File: src/rtl/twi_cond_pkg.sv
package twi_cond_pkg;

  localparam int unsigned CTL_W     = 3;
  localparam int unsigned BIT_START = 0;
  localparam int unsigned BIT_STOP  = 1;
  localparam int unsigned BIT_TGL   = 2;

  typedef enum logic [2:0] {
    SQ_IDLE = 3'd0,
    SQ_ST_A = 3'd1,
    SQ_OWN  = 3'd2,
    SQ_RS_A = 3'd3,
    SQ_RS_B = 3'd4,
    SQ_RS_C = 3'd5,
    SQ_SP_A = 3'd6,
    SQ_SP_B = 3'd7
  } seq_state_e;

endpackage

File: src/rtl/twi_half_timer.sv
module twi_half_timer #(
  parameter int unsigned HP_W = 8
) (
  input  logic            clk,
  input  logic            rst_n,
  input  logic            en_i,
  input  logic            load_i,
  input  logic [HP_W-1:0] half_i,
  output logic            expire_o
);

  logic [HP_W-1:0] cnt_q;
  logic [HP_W-1:0] cnt_d;

  // next-state: a load starts a window of max(half_i,1) cycles
  always_comb begin
    cnt_d = cnt_q;
    if (!en_i) begin
      cnt_d = '0;
    end else if (load_i) begin
      cnt_d = (half_i == '0) ? '0 : (half_i - HP_W'(1));
    end else if (cnt_q != '0) begin
      cnt_d = cnt_q - HP_W'(1);
    end
  end

  always_ff @(posedge clk or negedge rst_n) begin
    if (!rst_n) begin
      cnt_q <= '0;
    end else begin
      cnt_q <= cnt_d;
    end
  end

  assign expire_o = (cnt_q == '0);

endmodule

File: src/rtl/twi_ctl_bits.sv
module twi_ctl_bits (
  input  logic clk,
  input  logic rst_n,
  input  logic en_i,
  input  logic berr_i,
  input  logic master_i,
  input  logic set_start_i,
  input  logic set_stop_i,
  input  logic start_done_i,
  input  logic stop_done_i,
  output logic start_o,
  output logic stop_o
);

  logic start_q, start_d;
  logic stop_q,  stop_d;

  always_comb begin
    start_d = start_q;
    if (!en_i || berr_i) begin
      start_d = 1'b0;
    end else if (start_done_i) begin
      start_d = 1'b0;
    end else if (set_start_i) begin
      start_d = 1'b1;
    end
  end

  // a stop request only lands while the bus is owned
  always_comb begin
    stop_d = stop_q;
    if (!en_i || berr_i) begin
      stop_d = 1'b0;
    end else if (stop_done_i) begin
      stop_d = 1'b0;
    end else if (set_stop_i && master_i) begin
      stop_d = 1'b1;
    end
  end

  always_ff @(posedge clk or negedge rst_n) begin
    if (!rst_n) begin
      start_q <= 1'b0;
      stop_q  <= 1'b0;
    end else begin
      start_q <= start_d;
      stop_q  <= stop_d;
    end
  end

  assign start_o = start_q;
  assign stop_o  = stop_q;

  assert_disable_clears_R1: assert property (@(posedge clk) disable iff (!rst_n)
    !en_i |=> (!start_q && !stop_q));

  assert_berr_clears_R6: assert property (@(posedge clk) disable iff (!rst_n)
    berr_i |=> (!start_q && !stop_q));

  assert_stop_owner_only_R5: assert property (@(posedge clk) disable iff (!rst_n)
    $rose(stop_q) |-> $past(master_i));

endmodule

File: src/rtl/twi_scl_recover.sv
module twi_scl_recover (
  input  logic clk,
  input  logic rst_n,
  input  logic en_i,
  input  logic wr_i,
  input  logic tgl_bit_i,
  input  logic sda_i,
  output logic tgl_o,
  output logic scl_rel_o
);

  logic tgl_q, tgl_d;

  // accepted only with the data line low; self-clears after one cycle
  always_comb begin
    tgl_d = 1'b0;
    if (en_i && !tgl_q && wr_i && tgl_bit_i && !sda_i) begin
      tgl_d = 1'b1;
    end
  end

  always_ff @(posedge clk or negedge rst_n) begin
    if (!rst_n) begin
      tgl_q <= 1'b0;
    end else begin
      tgl_q <= tgl_d;
    end
  end

  assign tgl_o     = tgl_q;
  assign scl_rel_o = tgl_q;

  assert_tgl_one_cycle_R7: assert property (@(posedge clk) disable iff (!rst_n)
    tgl_q |=> !tgl_q);

  assert_tgl_needs_sda_low_R7: assert property (@(posedge clk) disable iff (!rst_n)
    $rose(tgl_q) |-> !$past(sda_i));

endmodule

File: src/rtl/twi_cond_seq.sv
module twi_cond_seq
  import twi_cond_pkg::*;
#(
  parameter int unsigned HP_W = 8
) (
  input  logic            clk,
  input  logic            rst_n,
  input  logic            en_i,
  input  logic            berr_i,
  input  logic            busy_i,
  input  logic            dat_we_i,
  input  logic            start_i,
  input  logic            stop_i,
  input  logic [HP_W-1:0] half_i,
  output logic            sda_lo_o,
  output logic            scl_lo_o,
  output logic            master_o,
  output logic            addr_go_o,
  output logic            start_done_o,
  output logic            stop_done_o
);

  seq_state_e state_q, state_d;
  logic       master_q, master_d;
  logic       pend_q, pend_d;
  logic       go_q, go_d;
  logic       expire;
  logic       load;

  twi_half_timer #(.HP_W(HP_W)) u_timer (
    .clk      (clk),
    .rst_n    (rst_n),
    .en_i     (en_i),
    .load_i   (load),
    .half_i   (half_i),
    .expire_o (expire)
  );

  always_comb begin
    state_d      = state_q;
    master_d     = master_q;
    pend_d       = pend_q;
    go_d         = 1'b0;
    start_done_o = 1'b0;
    stop_done_o  = 1'b0;
    case (state_q)
      SQ_IDLE: begin
        if (start_i && !busy_i) state_d = SQ_ST_A;
      end
      SQ_ST_A: begin
        if (expire) begin
          state_d      = SQ_OWN;
          master_d     = 1'b1;
          pend_d       = 1'b1;
          start_done_o = 1'b1;
        end
      end
      SQ_OWN: begin
        if (stop_i) begin
          state_d = SQ_SP_A;
        end else if (start_i && dat_we_i) begin
          state_d = SQ_RS_A;
          pend_d  = 1'b0;
        end else if (dat_we_i && pend_q) begin
          go_d   = 1'b1;
          pend_d = 1'b0;
        end
      end
      SQ_RS_A: if (expire) state_d = SQ_RS_B;
      SQ_RS_B: if (expire) state_d = SQ_RS_C;
      SQ_RS_C: begin
        if (expire) begin
          state_d      = SQ_OWN;
          go_d         = 1'b1;
          start_done_o = 1'b1;
        end
      end
      SQ_SP_A: if (expire) state_d = SQ_SP_B;
      SQ_SP_B: begin
        if (expire) begin
          state_d     = SQ_IDLE;
          master_d    = 1'b0;
          pend_d      = 1'b0;
          stop_done_o = 1'b1;
        end
      end
      default: state_d = SQ_IDLE;
    endcase
    if (!en_i || berr_i) begin
      state_d      = SQ_IDLE;
      master_d     = 1'b0;
      pend_d       = 1'b0;
      go_d         = 1'b0;
      start_done_o = 1'b0;
      stop_done_o  = 1'b0;
    end
  end

  // every entry into a timed phase reloads the half-period counter
  always_comb begin
    load = (state_d != state_q) && (state_d != SQ_IDLE) && (state_d != SQ_OWN);
  end

  always_ff @(posedge clk or negedge rst_n) begin
    if (!rst_n) begin
      state_q  <= SQ_IDLE;
      master_q <= 1'b0;
      pend_q   <= 1'b0;
      go_q     <= 1'b0;
    end else begin
      state_q  <= state_d;
      master_q <= master_d;
      pend_q   <= pend_d;
      go_q     <= go_d;
    end
  end

  // line drive per phase: start and stop only move data while clock is released
  always_comb begin
    sda_lo_o = 1'b0;
    scl_lo_o = 1'b0;
    case (state_q)
      SQ_ST_A: begin sda_lo_o = 1'b1; scl_lo_o = 1'b0; end
      SQ_OWN:  begin sda_lo_o = 1'b1; scl_lo_o = 1'b1; end
      SQ_RS_A: begin sda_lo_o = 1'b0; scl_lo_o = 1'b1; end
      SQ_RS_B: begin sda_lo_o = 1'b0; scl_lo_o = 1'b0; end
      SQ_RS_C: begin sda_lo_o = 1'b1; scl_lo_o = 1'b0; end
      SQ_SP_A: begin sda_lo_o = 1'b1; scl_lo_o = 1'b1; end
      SQ_SP_B: begin sda_lo_o = 1'b1; scl_lo_o = 1'b0; end
      default: begin sda_lo_o = 1'b0; scl_lo_o = 1'b0; end
    endcase
  end

  assign master_o  = master_q;
  assign addr_go_o = go_q;

  assert_start_from_free_R2: assert property (@(posedge clk) disable iff (!rst_n)
    $rose(master_q) |-> ($past(sda_lo_o) && !$past(scl_lo_o)));

  assert_busy_holds_off_R2: assert property (@(posedge clk) disable iff (!rst_n)
    (en_i && !berr_i && state_q == SQ_IDLE && busy_i) |=> state_q == SQ_IDLE);

  assert_go_only_owner_R3: assert property (@(posedge clk) disable iff (!rst_n)
    go_q |-> master_q);

  assert_own_steady_R4: assert property (@(posedge clk) disable iff (!rst_n)
    (state_q == SQ_OWN && en_i && !berr_i && !dat_we_i && !stop_i)
      |=> ($stable(sda_lo_o) && $stable(scl_lo_o)));

  assert_release_on_loss_R5: assert property (@(posedge clk) disable iff (!rst_n)
    $fell(master_q) |-> (!sda_lo_o && !scl_lo_o));

endmodule

File: src/rtl/twi_cond_master.sv
module twi_cond_master
  import twi_cond_pkg::*;
#(
  parameter int unsigned HP_W = 8
) (
  input  logic             clk,
  input  logic             rst_n,
  input  logic             en_i,
  input  logic [HP_W-1:0]  half_per_i,
  input  logic             ctl_we_i,
  input  logic [CTL_W-1:0] ctl_wd_i,
  input  logic             dat_we_i,
  input  logic             busy_i,
  input  logic             berr_i,
  input  logic             sda_i,
  output logic             sda_lo_o,
  output logic             scl_lo_o,
  output logic             master_o,
  output logic             sda_rd_o,
  output logic             addr_go_o,
  output logic [CTL_W-1:0] ctl_rd_o
);

  logic start_bit, stop_bit, tgl_bit;
  logic start_done, stop_done;
  logic seq_sda_lo, seq_scl_lo, scl_rel;
  logic set_start, set_stop;
  logic sda_smp_q;

  assign set_start = ctl_we_i && ctl_wd_i[BIT_START];
  assign set_stop  = ctl_we_i && ctl_wd_i[BIT_STOP];

  twi_ctl_bits u_bits (
    .clk          (clk),
    .rst_n        (rst_n),
    .en_i         (en_i),
    .berr_i       (berr_i),
    .master_i     (master_o),
    .set_start_i  (set_start),
    .set_stop_i   (set_stop),
    .start_done_i (start_done),
    .stop_done_i  (stop_done),
    .start_o      (start_bit),
    .stop_o       (stop_bit)
  );

  twi_cond_seq #(.HP_W(HP_W)) u_seq (
    .clk          (clk),
    .rst_n        (rst_n),
    .en_i         (en_i),
    .berr_i       (berr_i),
    .busy_i       (busy_i),
    .dat_we_i     (dat_we_i),
    .start_i      (start_bit),
    .stop_i       (stop_bit),
    .half_i       (half_per_i),
    .sda_lo_o     (seq_sda_lo),
    .scl_lo_o     (seq_scl_lo),
    .master_o     (master_o),
    .addr_go_o    (addr_go_o),
    .start_done_o (start_done),
    .stop_done_o  (stop_done)
  );

  twi_scl_recover u_rec (
    .clk       (clk),
    .rst_n     (rst_n),
    .en_i      (en_i),
    .wr_i      (ctl_we_i),
    .tgl_bit_i (ctl_wd_i[BIT_TGL]),
    .sda_i     (sda_i),
    .tgl_o     (tgl_bit),
    .scl_rel_o (scl_rel)
  );

  always_ff @(posedge clk or negedge rst_n) begin
    if (!rst_n) begin
      sda_smp_q <= 1'b0;
    end else begin
      sda_smp_q <= sda_i;
    end
  end

  assign sda_rd_o = sda_smp_q;
  assign sda_lo_o = seq_sda_lo;
  assign scl_lo_o = seq_scl_lo && !scl_rel;

  always_comb begin
    ctl_rd_o            = '0;
    ctl_rd_o[BIT_START] = start_bit;
    ctl_rd_o[BIT_STOP]  = stop_bit;
    ctl_rd_o[BIT_TGL]   = tgl_bit;
  end

  assert_idle_when_disabled_R1: assert property (@(posedge clk) disable iff (!rst_n)
    !en_i |=> (!sda_lo_o && !scl_lo_o && !master_o && ctl_rd_o == '0));

endmodule

File: config.mk
export PLATFORM = sky130hd
export DESIGN_NAME = twi_cond_master
export DESIGN_NICKNAME = d
export VERILOG_FILES = /design/src/rtl/twi_cond_pkg.sv /design/src/rtl/twi_half_timer.sv /design/src/rtl/twi_ctl_bits.sv /design/src/rtl/twi_scl_recover.sv /design/src/rtl/twi_cond_seq.sv /design/src/rtl/twi_cond_master.sv
export SDC_FILE = /design/constraint.sdc
export NUM_CORES = 1
export LEC_CHECK = 0
export ABC_AREA = 1
export BUFFER_PORTS_ARGS = -buffer_cell sky130_fd_sc_hd__buf_2
export CAP_MARGIN = 30
export CORE_MARGIN = 8
export CORE_UTILIZATION = 45
export DETAILED_ROUTE_END_ITERATION = 6
export GPL_TIMING_DRIVEN = 0
export PLACE_DENSITY = 0.66
export SETUP_SLACK_MARGIN = 0.4
export SYNTH_ARGS = -nofsm -noshare
export SYNTH_HDL_FRONTEND = slang
export SYNTH_SLANG_ARGS = --single-unit
File: constraint.sdc
create_clock -name clk -period 2.5 [get_ports clk]
set_input_delay 0.25 -clock clk [delete_from_list [all_inputs] [get_ports clk]]
set_output_delay 0.25 -clock clk [all_outputs]
set_load 0.05 [all_outputs]
==> flow_metrics.py <==
metrics = {
    "outcome": {
        "outcome": "completed",
    },
    "global_route": {
        "first_global_vias": 1226,
        "grt.overflow.total": 0,
        "grt_max_degree": 19,
        "grt_usage": 0.132,
        "grt_pass1_wl_mm": 5.46,
        "antenna_found_initial": 0,
    },
    "finish": {
        "drive_above_1_share": 0.345,
        "final_cell_area_um2": 1780,
        "syn2layout_area_growth_pct": 27.0,
        "nets": 261,
        "fill_cells": 292,
        "diodes": 0,
        "final_core_util": 0.592,
        "post_layout_nonfiller_instances": 271,
    },
    "yosys": {
        "synth_edf_count": 0,
        "netlist_instances": 196,
        "ys_top_cells_by_count": "41 x nand2_1, 27 x nor2_1, 26 x inv_1",
        "yosysUniqueCellTypes": 32,
        "synth_top_area_share": 0.322,
        "synth_top_cell_by_area": "dfrtp_1",
        "synthArstFlopShare": 1.00,
        "syn_nets": 218,
        "ys_warn_count": 0,
        "avgSynthCellArea_um2": 7.14,
        "syn-cell-area_um2": 1400,
        "synth.area.top_cells": "dfrtp_1 32%, nand2_1 11%, nor2_1 7.2%",
        "synth_ff_type": "dfrtp_1",
        "ys_seq_area_frac": 0.322,
        "yosysMostFrequentCell": "nand2_1",
        "synth-seq-cells": 18,
    },
    "power_and_ir_drop": {
        "ir_worst_vdd_v": 0.000267,
        "power.total_uw": 1270,
        "powerDensity_nw_per_um2": 713,
        "static-leakage-power_uw": 0.00100,
    },
    "die": {
        "die_x_um": 71.8,
        "coreArea_um2": 3000,
        "die_y_um": 71.8,
        "start_util": 0.466,
        "die_area_um2": 5150,
        "rows": 20,
        "io_pins": 27,
    },
    "flow_run": {
        "cap_violations": 0,
    },
    "critical_path": {
        "cp.arrival_ns": 2.23,
        "criticalPathCategory": "reg -> reg",
        "crit_fanout": 6,
        "slowest_delay_ns": 0.42,
        "cp_slowest_cell": "dfrtp_1",
        "worstPathCellList": "inv_2 -> ha_4 -> nand2_4 -> nor2_8 -> nand2_4 -> nand3_2 -> nand2_2 -> nand2_2 -> nand2_1 -> nand2_2 -> nand3_4 -> nand2_8 -> nand3_1 -> nand2_2 -> nor2_1",
        "cp_data_required_time_ns": 2.70,
        "path_common_cell": "nand2_2",
        "worstSetupStartpointType": "flop",
        "critPathCaptureType": "flop",
    },
    "cts": {
        "path_clk_slew_ns": 0.11,
        "worstSkewPairLatency_ns": 0.30,
        "clock_sinks": 18,
        "cts_buffers": 3,
        "cts_root_buf": "clkbuf_4",
        "cts_buffer_depth": 2,
        "htreeDepth": 1,
        "cts_tree": "built",
    },
    "detailed_routing": {
        "drt_iter0_drc": 55,
        "first_pass_iters": 4,
        "wl_per_cell_um": 13.3,
        "drc": 0,
        "vias_per_cell": 5.10,
        "vias": 1383,
        "drtAntennaViolNets": 0,
        "wirelength_mm": 3.60,
    },
    "place": {
        "dpl.hpwl_mm": 2.46,
        "numPortBuffers": 26,
        "gp_congestion": 0.828,
        "placed_cells": 255,
        "placement.cell_area_um2": 1570,
    },
    "timing": {
        "tightest_slew_ns": 0.695,
        "slew_violations": 0,
        "rsz0062_at_grt": "false",
        "max_slew_margin": 0.533,
        "finalHoldViolCount": 0,
        "finalCriticalPeriod_ns": 2.03,
        "setup_violations": 0,
        "timing.final.crit_share": 0.811,
        "clock_skew_ns": 0.00268,
        "fmax_mhz": 493,
        "setup_tns_ns": 0,
    },
    "hold_path": {
        "hold_class": "in -> reg",
    },
}
-- where the power goes --
part / leakage (µW) / switching (µW) / total, µW / internal, µW
registers: 0.000241 / 45.9 / 384 / 338
clock network: 0.0000210 / 99.1 / 188 / 88.9
logic: 0.000743 / 369 / 696 / 326
-- logic make-up after synthesis --
logic type                 share of synthesized area
muxes                                        0.00716
AOI/OAI and AO/OA                              0.118
DFF                                            0.322
adders and majority gates                     0.0268
buffers and inverters                          0.103
xor gates and xnor gates                      0.0438
and+or+nand+nor                                0.379
-- sequential cells by signal (all words and copies together), names as in the netlist --
| name | count |
|---|---|
| u_seq.state_q | 3 |
| u_bits.stop_o | 1 |
| u_seq.master_o | 1 |
| u_seq.u_timer.cnt_q | 8 |
| u_seq.pend_q | 1 |
| sda_rd_o | 1 |
| u_seq.addr_go_o | 1 |
| u_bits.start_o | 1 |
| u_rec.scl_rel_o | 1 |
-- metrics by stage --
stage	hold slack [ns]	setup WS, ns
3_3_place_gp	0.205	0.309
3_5_place_dp	0.206	0.317
6_report	0.0636	0.472
4_1_cts	0.0547	0.420
5_1_grt	0.0500	0.344
2_1_floorplan	-0.0456	0.571
-- placed cells by master, fill, tap and decap left out, drive strengths merged --
master,n
a21oi,10
nand3b,1
nor4,3
xor2,3
or3,1
dlygate4sd3,1
mux2i,1
nand3,12
nor3,7
o22ai,1
buf,39
inv,27
o31ai,1
nand2,53
ha,3
dfrtp,18
nor2,31
clkbuf,5
o21ai,12
a31oi,1
xnor2,4
a31o,1
nand4,3
-- layer usage --
layer,global-route usage,share of wire,vias to the layer above
li1,-,-,714
met1,0.181,0.48,624
met2,0.191,0.46,41
met3,0.0293,0.052,4
met4,0.0544,0.015,0
met5,0,0,-
-- final timing paths --
path / from / to / slack [ns] / depth (start not counted)
setup reg to reg: u_seq.u_timer.cnt_q[0] / u_seq.u_timer.cnt_q[2] / 0.47 / 15
min in group asynchronous: rst_n / u_bits.stop_o / 0.39 / 2
hold / removal: sda_i / sda_rd_o / 0.06 / 1
max in group asynchronous: rst_n / u_seq.state_q[0] / 1.82 / 2
hold reg to reg: u_rec.scl_rel_o / u_rec.scl_rel_o / 0.50 / 1
setup / recovery: u_seq.u_timer.cnt_q[0] / u_seq.u_timer.cnt_q[2] / 0.47 / 15
-- cell type report --
type                       instances  area [µm²]  area share
multi-input combinational        148         872       0.491
sequential                        18         450       0.254
timing repair buffer              37         233       0.131
inverter                          27         101      0.0570
buffer                             4        42.5      0.0239
tap                               33        41.3      0.0232
clock buffer                       4        36.3      0.0204
-- critical path: cells and delay by family (launching register included) --
kind	cells	cell delay, ns
fa+ha+maj	1	0.16
buf+inv	1	0.10
simple gates	13	1.23
flops	1	0.42
-- what timing repair did --
| item | CTS | global route |
|---|---|---|
| gates cloned | 0 | 2 |
| hold endpoints to repair | 18 | 0 |
| hold buffers | 1 | 0 |
| gates resized for setup | 1 | 16 |
| pin swaps | 2 | 7 |
| endpoints found under the setup margin | 8 | 8 |
| setup buffers | 2 | 7 |
Note: power is estimated with default switching activity, not from simulation.
